### config.mk
export PLATFORM = sky130hd
export DESIGN_NAME = vgs_seq
export DESIGN_NICKNAME = d
export VERILOG_FILES = /design/src/rtl/vgs_pkg.sv /design/src/rtl/vgs_decode.sv /design/src/rtl/vgs_lane_sel.sv /design/src/rtl/vgs_access_fmt.sv /design/src/rtl/vgs_seq.sv
export SDC_FILE = /design/constraint.sdc
export NUM_CORES = 1
export LEC_CHECK = 0
export CAP_MARGIN = 20
export CORE_UTILIZATION = 41
export DETAILED_ROUTE_END_ITERATION = 12
export MAX_ROUTING_LAYER = met4
export PLACE_DENSITY = 0.67
export SYNTH_ARGS = -nofsm -noshare
export SYNTH_HDL_FRONTEND = slang
export SYNTH_SLANG_ARGS = --single-unit
### constraint.sdc
create_clock -name clk_i -period 9 [get_ports clk_i]
set_clock_uncertainty 0.15 [all_clocks]
set_input_delay 1.8 -clock clk_i [delete_from_list [all_inputs] [get_ports clk_i]]
set_output_delay 1.8 -clock clk_i [all_outputs]
set_load 0.005 [all_outputs]
### src/rtl/vgs_pkg.sv
package vgs_pkg;
  localparam int unsigned VEC_BYTES  = 16;
  localparam int unsigned BEAT_BYTES = 4;
  localparam int unsigned ADDR_W     = 32;
  localparam int unsigned VEC_W      = VEC_BYTES * 8;
  localparam int unsigned BEAT_W     = BEAT_BYTES * 8;
  localparam int unsigned NBEATS     = VEC_BYTES / BEAT_BYTES;
  localparam int unsigned LANE_IW    = $clog2(VEC_BYTES);
  localparam int unsigned BEAT_SH    = $clog2(BEAT_BYTES);

  typedef enum logic [1:0] {SZ_B = 2'd0, SZ_H = 2'd1, SZ_W = 2'd2, SZ_D = 2'd3} size_e;
  typedef enum logic [1:0] {ST_IDLE, ST_ISSUE, ST_WAIT, ST_DONE} state_e;
endpackage

### src/rtl/vgs_decode.sv
module vgs_decode
  import vgs_pkg::*;
(
  input  logic               load_i,
  input  logic               signed_i,
  input  logic               scale_i,
  input  logic [1:0]         esize_i,
  input  logic [1:0]         msize_i,
  input  logic [2:0]         dst_idx_i,
  input  logic [2:0]         off_idx_i,
  input  logic [3:0]         base_idx_i,
  output logic               illegal_o,
  output logic [LANE_IW-1:0] last_lane_o,
  output logic [1:0]         lane_sh_o,
  output logic [1:0]         acc_sh_o,
  output logic [1:0]         off_sh_o,
  output logic               pair_o
);
  size_e esz, msz;
  assign esz = size_e'(esize_i);
  assign msz = size_e'(msize_i);

  always_comb begin
    illegal_o = 1'b0;
    if (msz > esz)                              illegal_o = 1'b1;
    if ((msz == SZ_D) != (esz == SZ_D))         illegal_o = 1'b1;
    if (signed_i && (!load_i || msz >= esz))    illegal_o = 1'b1;
    if (scale_i && msz == SZ_B)                 illegal_o = 1'b1;
    if (load_i && dst_idx_i == off_idx_i)       illegal_o = 1'b1;
    if (base_idx_i == 4'hF)                     illegal_o = 1'b1;
  end

  // doubleword runs as word-sized beats
  assign pair_o      = (esz == SZ_D);
  assign lane_sh_o   = pair_o ? 2'(SZ_W) : esize_i;
  assign acc_sh_o    = (msz == SZ_D) ? 2'(SZ_W) : msize_i;
  assign off_sh_o    = scale_i ? msize_i : 2'd0;
  assign last_lane_o = LANE_IW'((VEC_BYTES >> lane_sh_o) - 1);
endmodule

### src/rtl/vgs_lane_sel.sv
module vgs_lane_sel
  import vgs_pkg::*;
(
  input  logic [LANE_IW-1:0]   lane_i,
  input  logic [1:0]           lane_sh_i,
  input  logic [1:0]           off_sh_i,
  input  logic                 pair_i,
  input  logic [ADDR_W-1:0]    base_i,
  input  logic [VEC_W-1:0]     offs_i,
  input  logic [VEC_W-1:0]     src_i,
  input  logic [VEC_BYTES-1:0] pred_i,
  input  logic [NBEATS-1:0]    beat_en_i,
  output logic [LANE_IW-1:0]   pos_o,
  output logic [ADDR_W-1:0]    addr_o,
  output logic                 pred_on_o,
  output logic                 beat_on_o,
  output logic [BEAT_W-1:0]    src_lane_o
);
  logic [LANE_IW-1:0] off_pos;
  logic [VEC_W-1:0]   off_shr, src_shr;
  logic [BEAT_W-1:0]  lane_mask, off_val;
  logic [ADDR_W-1:0]  pair_add;

  assign pos_o     = lane_i << lane_sh_i;
  // odd doubleword beats reuse the even beat's offset
  assign off_pos   = pair_i ? (pos_o & ~LANE_IW'(BEAT_BYTES)) : pos_o;
  assign lane_mask = ~({BEAT_W{1'b1}} << (6'd8 << lane_sh_i));
  assign off_shr   = offs_i >> {off_pos, 3'b000};
  assign src_shr   = src_i >> {pos_o, 3'b000};
  assign off_val   = off_shr[BEAT_W-1:0] & lane_mask;
  assign src_lane_o = src_shr[BEAT_W-1:0] & lane_mask;
  assign pair_add  = (pair_i && pos_o[BEAT_SH]) ? ADDR_W'(BEAT_BYTES) : '0;
  assign addr_o    = base_i + (ADDR_W'(off_val) << off_sh_i) + pair_add;
  assign pred_on_o = pred_i[pos_o];
  assign beat_on_o = beat_en_i[pos_o[LANE_IW-1:BEAT_SH]];
endmodule

### src/rtl/vgs_access_fmt.sv
module vgs_access_fmt
  import vgs_pkg::*;
(
  input  logic [1:0]            acc_sh_i,
  input  logic                  signed_i,
  input  logic [BEAT_W-1:0]     src_lane_i,
  input  logic [BEAT_W-1:0]     rdata_i,
  output logic [BEAT_W-1:0]     wdata_o,
  output logic [BEAT_BYTES-1:0] wstrb_o,
  output logic [BEAT_W-1:0]     ld_val_o
);
  logic [BEAT_W-1:0] acc_mask;
  logic              sign_bit;

  assign acc_mask = ~({BEAT_W{1'b1}} << (6'd8 << acc_sh_i));
  assign wstrb_o  = ~({BEAT_BYTES{1'b1}} << (3'd1 << acc_sh_i));
  assign wdata_o  = src_lane_i & acc_mask;

  always_comb begin
    unique case (acc_sh_i)
      2'd0:    sign_bit = rdata_i[7];
      2'd1:    sign_bit = rdata_i[15];
      default: sign_bit = rdata_i[BEAT_W-1];
    endcase
  end

  assign ld_val_o = (rdata_i & acc_mask) | ((signed_i && sign_bit) ? ~acc_mask : '0);
endmodule

### src/rtl/vgs_seq.sv
module vgs_seq
  import vgs_pkg::*;
(
  input  logic                  clk_i,
  input  logic                  rst_ni,
  input  logic                  start_i,
  input  logic                  load_i,
  input  logic                  signed_i,
  input  logic                  scale_i,
  input  logic [1:0]            esize_i,
  input  logic [1:0]            msize_i,
  input  logic [2:0]            dst_idx_i,
  input  logic [2:0]            off_idx_i,
  input  logic [3:0]            base_idx_i,
  input  logic [ADDR_W-1:0]     base_i,
  input  logic [VEC_W-1:0]      offs_i,
  input  logic [VEC_W-1:0]      data_i,
  input  logic [VEC_BYTES-1:0]  pred_i,
  input  logic [NBEATS-1:0]     beat_en_i,
  output logic                  mem_req_o,
  output logic                  mem_we_o,
  output logic [ADDR_W-1:0]     mem_addr_o,
  output logic [BEAT_W-1:0]     mem_wdata_o,
  output logic [BEAT_BYTES-1:0] mem_wstrb_o,
  input  logic                  mem_gnt_i,
  input  logic                  mem_rvalid_i,
  input  logic [BEAT_W-1:0]     mem_rdata_i,
  output logic                  done_o,
  output logic                  illegal_o,
  output logic [VEC_W-1:0]      result_o
);
  state_e state_q;
  logic                 dec_ill, dec_pair;
  logic [LANE_IW-1:0]   dec_last;
  logic [1:0]           dec_lane_sh, dec_acc_sh, dec_off_sh;

  logic                 ld_q, sgn_q, pair_q, ill_q;
  logic [1:0]           lane_sh_q, acc_sh_q, off_sh_q;
  logic [LANE_IW-1:0]   last_q, lane_q;
  logic [ADDR_W-1:0]    base_q;
  logic [VEC_W-1:0]     offs_q, res_q, merged;
  logic [VEC_BYTES-1:0] pred_q;
  logic [NBEATS-1:0]    beat_q;

  logic [LANE_IW-1:0]   pos;
  logic                 pred_on, beat_on, need_acc, zero_lane, adv, wr_en;
  logic [BEAT_W-1:0]    src_lane, ld_val, lane_wr_val;

  vgs_decode u_dec (
    .load_i     (load_i),
    .signed_i   (signed_i),
    .scale_i    (scale_i),
    .esize_i    (esize_i),
    .msize_i    (msize_i),
    .dst_idx_i  (dst_idx_i),
    .off_idx_i  (off_idx_i),
    .base_idx_i (base_idx_i),
    .illegal_o  (dec_ill),
    .last_lane_o(dec_last),
    .lane_sh_o  (dec_lane_sh),
    .acc_sh_o   (dec_acc_sh),
    .off_sh_o   (dec_off_sh),
    .pair_o     (dec_pair)
  );

  vgs_lane_sel u_lane (
    .lane_i    (lane_q),
    .lane_sh_i (lane_sh_q),
    .off_sh_i  (off_sh_q),
    .pair_i    (pair_q),
    .base_i    (base_q),
    .offs_i    (offs_q),
    .src_i     (res_q),
    .pred_i    (pred_q),
    .beat_en_i (beat_q),
    .pos_o     (pos),
    .addr_o    (mem_addr_o),
    .pred_on_o (pred_on),
    .beat_on_o (beat_on),
    .src_lane_o(src_lane)
  );

  vgs_access_fmt u_fmt (
    .acc_sh_i  (acc_sh_q),
    .signed_i  (sgn_q),
    .src_lane_i(src_lane),
    .rdata_i   (mem_rdata_i),
    .wdata_o   (mem_wdata_o),
    .wstrb_o   (mem_wstrb_o),
    .ld_val_o  (ld_val)
  );

  always_comb begin
    need_acc    = ld_q ? (beat_on & pred_on) : pred_on;
    zero_lane   = ld_q & beat_on & ~pred_on;
    adv         = 1'b0;
    wr_en       = 1'b0;
    lane_wr_val = ld_val;
    unique case (state_q)
      ST_ISSUE: begin
        if (!need_acc) begin
          adv         = 1'b1;
          wr_en       = zero_lane;
          lane_wr_val = '0;
        end else if (mem_gnt_i && !ld_q) begin
          adv = 1'b1;
        end
      end
      ST_WAIT: begin
        if (mem_rvalid_i) begin
          adv   = 1'b1;
          wr_en = 1'b1;
        end
      end
      default: ;
    endcase
  end

  always_comb begin
    merged = res_q;
    for (int b = 0; b < int'(VEC_BYTES); b++) begin
      if (b >= int'(pos) && b < int'(pos) + (1 << lane_sh_q))
        merged[b*8 +: 8] = lane_wr_val[(b - int'(pos))*8 +: 8];
    end
  end

  always_ff @(posedge clk_i or negedge rst_ni) begin
    if (!rst_ni) begin
      state_q   <= ST_IDLE;
      ld_q      <= 1'b0;
      sgn_q     <= 1'b0;
      pair_q    <= 1'b0;
      ill_q     <= 1'b0;
      lane_sh_q <= '0;
      acc_sh_q  <= '0;
      off_sh_q  <= '0;
      last_q    <= '0;
      lane_q    <= '0;
      base_q    <= '0;
      offs_q    <= '0;
      res_q     <= '0;
      pred_q    <= '0;
      beat_q    <= '0;
    end else begin
      unique case (state_q)
        ST_IDLE: begin
          if (start_i) begin
            ld_q      <= load_i;
            sgn_q     <= signed_i;
            pair_q    <= dec_pair;
            ill_q     <= dec_ill;
            lane_sh_q <= dec_lane_sh;
            acc_sh_q  <= dec_acc_sh;
            off_sh_q  <= dec_off_sh;
            last_q    <= dec_last;
            lane_q    <= '0;
            base_q    <= base_i;
            offs_q    <= offs_i;
            res_q     <= data_i;
            pred_q    <= pred_i;
            beat_q    <= beat_en_i;
            state_q   <= dec_ill ? ST_DONE : ST_ISSUE;
          end
        end
        ST_ISSUE, ST_WAIT: begin
          if (wr_en) res_q <= merged;
          if (adv) begin
            lane_q  <= lane_q + 1'b1;
            state_q <= (lane_q == last_q) ? ST_DONE : ST_ISSUE;
          end else if (state_q == ST_ISSUE && need_acc && mem_gnt_i && ld_q) begin
            state_q <= ST_WAIT;
          end
        end
        default: state_q <= ST_IDLE;
      endcase
    end
  end

  assign mem_req_o = (state_q == ST_ISSUE) && need_acc;
  assign mem_we_o  = ~ld_q;
  assign done_o    = (state_q == ST_DONE);
  assign illegal_o = done_o && ill_q;
  assign result_o  = res_q;


  req_hold_chk: assert property (@(posedge clk_i) disable iff (!rst_ni)
    (mem_req_o && !mem_gnt_i) |=> (mem_req_o && $stable(mem_addr_o) && $stable(mem_wdata_o)));


  one_load_chk: assert property (@(posedge clk_i) disable iff (!rst_ni)
    (mem_req_o && mem_gnt_i && !mem_we_o) |=> !mem_req_o);


  done_pulse_chk: assert property (@(posedge clk_i) disable iff (!rst_ni)
    done_o |=> !done_o);


  illegal_start_chk: assert property (@(posedge clk_i) disable iff (!rst_ni)
    (start_i && state_q == ST_IDLE && dec_ill) |=> (done_o && illegal_o && !mem_req_o));
endmodule

==> qor.txt, run 1 <==
status: finished, final reports clean
TritonCTS clock tree: done
kind of critical path: reg2out
Simple-Gate Fraction of Synth Area: 16.6%
crit path max fanout: 16
die width: 255 um
Tot GR Track Use: 37.2%
clock latency on the worst-skew pair: 0.59 ns
setup TNS after final layout: 0 ns
Synth Cell Area: 0.0263 mm^2
part of the cycle the worst path needs: 95.6%
ys flop type: dfrtp_1
Clock Pin Slew Worst Setup and Hold Paths: 0.06 ns
Core ar.: 0.0633 mm^2
clk root buf: clkbuf_16
Site Rows: 92
Synth Area in XOR/XNOR: 1.56%
number of H-tree levels: 2
IO Count: 562
vias per cell: 6.28
startpoint types: flip-flop
EDFF count, synth: 0
Syn Inst Count: 3,001
clk sinks: 328
Worst Path Arrival: 6.65 ns
unrepaired setup endpoints after global routing: no
port buffer count: 561
layout overhead on the synthesized area: 28.4%
Synth top area share: 31.2%
post-route antenna net violation count: 0
worst vdd ir: 310 uV
Initial Utilization: 41.6%
Synthesis Warnings: 0
vias in the first global route: 25,700
Crit path largest cell delay: 0.59 ns
element type at the critical path end: output port
Yosys reg bits: 328
final setup violation count: 0
crit-path cells: buf_4 > nand2_1 > o21ai_0 > and2_1 > a221oi_1 > o21a_1 > a311oi_1 > buf_4 > mux2i_1 > nand2_1 > o21a_1 > ha_1 > ha_1 > a21o_1 > a21oi_1 > o21ai_0 > a311oi_1 > nand3b_1 > a31oi_1 > o21ai_0 > a21oi_1 > xnor2_1 > clkdlybuf4s50_1
hold buffers post-CTS: 0
fraction of layout cells with a size suffix above 1: 13.4%
first-pass GRT wire length: 175 mm
Routability Congestion: 1.05
Compound-Gate Fraction of Synth Area: 20.0%
Syn Nets: 3,459
WL per Instance: 28.3 um
Fillers: 5,955
global route overflow: 0
die area: 0.0652 mm^2
top cells by area, synth: dfrtp_1 31%, mux2_2 13%, nand2_1 8.4%, mux2i_1 8.4%, ha_1 4.5%
largest family of logic cells by synthesized area: multiplexers
routed vias: 27,000
Critical Path RT: 7.05 ns
syn_area_per_cell: 8.77 um^2
f_max: 116 MHz
hold crit path type: reg2reg
CP dominant cell by count: o21ai_0
fraction of registers with async set/reset: 100%
Tmin final: 8.60 ns
Post-Synth Adder-Cell Area: 4.62%
Max clock buf depth: 3
Final Hold Violating Endpoints: 0
total wire length: 122 mm
synth unique cells: 79
leak pwr: 13.9 nW
Slew @ Worst Pin: 1.09 ns
max_cap viols: 0
Final Core Density: 53.4%
Starting DRT DRC Count: 3,235
normalized max-slew margin: 26.7%
register area share after synthesis: 31.2%
Final nets: 3,874
area leader, netlist: dfrtp_1
DR pass1 iterations: 6
Remaining DRCs: 0
total CTS buffers: 39
initial antenna violation count: 14
post-synthesis mux area share: 21.5%
die height: 255 um
pins over their slew limit: 0
largest net degree at the start of global routing: 149
dpl hpwl: 93.5 mm
PD cells: 535 mW/mm^2
slowest cell on the critical path: and2_1
[registers in the layout, summed over array words and instances (netlist names), 2 cells and up]
name	cells
acc_sh_q	2
base_q	32
beat_q	4
lane_q	4
lane_sh_q	2
last_q	4
off_sh_q	2
offs_q	128
pred_q	16
result_o	128
state_q	2
[final timing paths]
| check | slack (ns) | startpoint | cells past startpoint | to |
|---|---|---|---|---|
| max in group asynchronous | 6.39 | rst_ni | 2 | result_o[36]$_DFFE_PN0P_ |
| min reg2reg | 0.34 | last_q[1]$_DFFE_PN0P_ | 1 | last_q[1]$_DFFE_PN0P_ |
| min | 0.34 | last_q[1]$_DFFE_PN0P_ | 1 | last_q[1]$_DFFE_PN0P_ |
| min in group asynchronous | 1.03 | rst_ni | 1 | pred_q[11]$_DFFE_PN0P_ |
| max reg2reg | 4.18 | lane_sh_q[1]$_DFFE_PN0P_ | 10 | result_o[45]$_DFFE_PN0P_ |
| max | 0.40 | lane_q[0]$_DFFE_PN0P_ | 23 | mem_addr_o[30] |
[timing repair]
action,CTS,global route
setup buffers,0,4
hold endpoints to repair,0,0
gates resized for setup,0,6
endpoints found under the setup margin,0,9
[layer usage]
| metal | up-vias | share of wire [%] | global-route usage, % |
|---|---|---|---|
| met5 | - | 0 | - |
| met4 | 0 | 7.2 | 23.0 |
| met3 | 375 | 8.8 | 7.27 |
| met2 | 1677 | 46 | 58.6 |
| met1 | 13000 | 38 | 43.6 |
| li1 | 11900 | - | - |
[report_power, final]
group | total (W) | switching, W | internal [W]
clock network | 0.00165 | 0.000676 | 0.000976
registers | 0.00331 | 0.00111 | 0.00221
logic | 0.0131 | 0.00748 | 0.00563
total | 0.0181 | 0.00926 | 0.00881
[layout by cell type, fill, tap and decap left out, types with 9 or more instances in the layout]
master and n:
nand2_1 586, clkdlybuf4s50_1 560, dfrtp_1 324, mux2_2 296, mux2i_1 220, nand3_1 127, a21oi_1 122, o21ai_0 95
ha_1 94, nor2_1 85, a211oi_1 82, a311oi_1 81, o2bb2ai_1 75, nor3_1 52, buf_4 47, and3_1 45
clkbuf_16 39, xnor2_1 38, inv_1 36, a31oi_1 36, and2_1 26, a221oi_1 24, a2bb2oi_1 21, a21o_1 21
nand2b_1 17, o221ai_1 16, diode_2 15, a32oi_1 15, a21boi_0 15, o31ai_1 14, nor2b_1 13, o211ai_1 13
clkbuf_1 12, a311o_1 11, o21ai_1 10, o21a_1 9, xor2_1 9, a22oi_1 9
[critical path: cells and delay by family, from the launching register on]
family	cells	cell delay, ns
compound gates	12	2.60
mux	1	0.10
simple gates	4	1.11
xor+xnor	1	0.13
buf+inv	3	1.03
fa+ha+maj	2	0.61
flops	1	0.49
[per-stage QoR]
| step | area (um^2) | total power (W) | std cells | setup slack [ns] | hold slack [ns] |
|---|---|---|---|---|---|
| 2_1_floorplan | 26300 | 0.0106 | 3001 | 1.82 | 0.304 |
| 3_3_place_gp | 32400 | 0.0160 | 4214 | 0.751 | 0.327 |
| 3_5_place_dp | 32400 | 0.0160 | 4214 | 0.645 | 0.328 |
| 4_1_cts | 33700 | 0.0177 | 4282 | 0.0534 | 0.346 |
| 5_1_grt | 33800 | 0.0189 | 4303 | 0.0429 | 0.367 |
| 6_report | 33800 | 0.0181 | 4304 | 0.395 | 0.341 |
[layout make-up]
type / count / area, um^2 / area share, %
Multi-Input combinational cell: 2390 / 16900 / 50.1
Tap cell: 846 / 1060 / 3.13
Antenna cell: 15 / 37.5 / 0.111
Sequential cell: 328 / 8210 / 24.3
Clock buffer: 55 / 1080 / 3.18
Clock inverter: 13 / 200 / 0.592
Timing Repair Buffer: 614 / 6100 / 18.0
Inverter: 43 / 175 / 0.518
[logic make-up after synthesis]
family,after synthesis
and+or+nand+nor,998
AOI/OAI and AO/OA,727
muxes,521
DFF,328
buffers and inverters,284
adders and majority gates,96
xor gates and xnor gates,47
[synthesized netlist by cell type, types with 37 or more instances]
cell / n
o21ai_0: 96
a211oi_1: 82
inv_1: 37
mux2i_1: 220
a21oi_1: 123
mux2_2: 296
and3_1: 45
ha_1: 94
clkbuf_1: 102
nand3_1: 127
o2bb2ai_1: 75
xnor2_1: 38
dfrtp_1: 328
nor3_1: 52
buf_2: 92
a311oi_1: 81
nor2_1: 87
nand2_1: 587
buf_1: 39
(Power assumes the default switching activity.)
==> inputs of run 2 (changes only) <==
==> constraint.sdc (replaced) <==
create_clock -name clk_i -period 9 [get_ports clk_i]
set_clock_uncertainty 0.15 [all_clocks]
set_input_delay 0.9 -clock clk_i [delete_from_list [all_inputs] [get_ports clk_i]]
set_output_delay 0.9 -clock clk_i [all_outputs]
set_load 0.005 [all_outputs]
==> qor.txt, run 2 (synthesized netlist as in run 1, its figures left out) <==
status: finished, final reports clean
Tmin final: 8.55 ns
clk sinks: 328
Remaining DRCs: 0
Clock Pin Slew Worst Setup and Hold Paths: 0.06 ns
R2R cell count: 12
slowest cell on the critical path: buf_12
number of H-tree levels: 2
Critical R2R Launch: lane_q[0]$_DFFE_PN0P_
critical path depth: 21
Crit path largest cell delay: 0.73 ns
kind of critical path: reg2out
fraction of layout cells with a size suffix above 1: 13.3%
global route overflow: 0
startpoint types: flip-flop
clk root buf: clkbuf_16
PD cells: 537 mW/mm^2
port buffer count: 561
first-pass GRT wire length: 177 mm
total CTS buffers: 40
clock share of power: 9.6%
R2R Setup Slk: 3.65 ns
dpl cell area: 0.0323 mm^2
max_cap viols: 0
largest net degree at the start of global routing: 174
post-CTS setup repair buffer count: 0
total wire length: 122 mm
TritonCTS clock tree: done
final setup violation count: 0
post-route antenna net violation count: 0
DR pass1 iterations: 8
Critical Path RT: 7.95 ns
sw frac: 51.4%
initial antenna violation count: 10
worst vdd ir: 306 uV
Max clock buf depth: 3
Combinational Power Share: 71.9%
part of the cycle the worst path needs: 95.0%
WL met2: 56.6 mm
Worst Path Arrival: 7.50 ns
Core ar.: 0.0633 mm^2
vias per cell: 6.25
Flop pwr share: 18.5%
layout overhead on the synthesized area: 28.2%
f_max: 117 MHz
post-CTS sizing: 0
element type at the critical path end: output port
hold buffers post-CTS: 0
Site Rows: 92
Final Hold Violating Endpoints: 0
hold crit path type: in2async
uppermost layer routed: met4
Slew @ Worst Pin: 1.15 ns
die height: 255 um
routed length on met1: 46.9 mm
Routability Congestion: 1.04
crit-path cells: buf_4 > nor3b_4 > buf_12 > mux2i_1 > nand2_1 > a311oi_1 > a21oi_1 > nand3_1 > o21ai_0 > fa_1 > fa_1 > a211oi_1 > o21bai_1 > a21oi_1 > o21bai_1 > a41o_1 > a311o_1 > a21o_1 > a21oi_1 > xnor2_1 > clkdlybuf4s50_1
critical path launch point: lane_q[0]$_DFFE_PN0P_
die area: 0.0652 mm^2
commonest non-fill, non-tap cell in the layout: nand2_1
Critical Path Sink: mem_addr_o[27]
die width: 255 um
clock latency on the worst-skew pair: 0.57 ns
IO Count: 562
WL per Instance: 28.6 um
Internal: 0.00881 W
design area: 0.0337 mm^2
met3 routed WL: 10.4 mm
Initial Utilization: 41.6%
CP dominant cell by count: a21oi_1
unrepaired setup endpoints after global routing: no
routed vias: 26,800
CP bufs+invs: 3
Final nets: 3,859
normalized max-slew margin: 23.1%
crit path max fanout: 173
Critical R2R Capture: result_o[0]$_DFFE_PN0P_
Pwr Total: 0.0181 W
switching power: 0.00933 W
setup TNS after final layout: 0 ns
pins over their slew limit: 0
Tot GR Track Use: 37.5%
vias in the first global route: 25,500
leak pwr: 13.9 nW
delay-heaviest family, CP: compound AO/OA/AOI/OAI gates
dpl hpwl: 94.2 mm
most frequent cells in the layout: 586 x nand2_1, 560 x clkdlybuf4s50_1, 327 x dfrtp_1
Starting DRT DRC Count: 3,029
## run 2: worst min path at each step
stage,depth (start not counted),end,start
after detailed placement,1,last_q[0]$_DFFE_PN0P_,last_q[0]$_DFFE_PN0P_
after floorplan,1,last_q[0]$_DFFE_PN0P_,last_q[0]$_DFFE_PN0P_
final,1,offs_q[102]$_DFFE_PN0P_,rst_ni
after global routing,1,pred_q[7]$_DFFE_PN0P_,rst_ni
after CTS,1,offs_q[0]$_DFFE_PN0P_,rst_ni
after global placement,1,last_q[1]$_DFFE_PN0P_,last_q[1]$_DFFE_PN0P_
## run 2: stage by stage
step | std cells | util (%) | hold slack (ns) | worst slack [ns]
6_report | 4288 | 53.3 | 0.209 | 0.453
3_5_place_dp | 4201 | 51.0 | 0.327 | 1.19
2_1_floorplan | 3001 | - | 0.304 | 2.72
5_1_grt | 4288 | 53.3 | 0.284 | 0.0965
4_1_cts | 4274 | 53.2 | 0.255 | 0.577
3_3_place_gp | 4201 | 51.0 | 0.321 | 1.28
## run 2: cell type report
| type | instances | area [um^2] |
|---|---|---|
| diodes | 10 | 25.0 |
| clock inverters | 19 | 233 |
| multi-input cells | 2389 | 16900 |
| inverters | 43 | 175 |
| flip-flops and latches | 328 | 8210 |
| clock buffers | 54 | 1160 |
| fillers | 6028 | 29600 |
| well taps | 846 | 1060 |
| repair buffers | 599 | 5950 |
## run 2: layer usage
layer  track usage (%)  up-vias
met5                 -        -
met4              22.7        0
met3              7.06      341
met2              58.9     1494
met1              44.5    13100
li1                  -    11900
## run 2: power by group through the flow
stage | sequential (W) | combinational [W] | clock (W)
after detailed placement | 0.00333 | 0.0127 | 0
after global routing | 0.00339 | 0.0138 | 0.00180
after floorplan | 0.00272 | 0.00787 | 0
after CTS | 0.00331 | 0.0128 | 0.00176
final | 0.00336 | 0.0130 | 0.00173
after global placement | 0.00332 | 0.0127 | 0
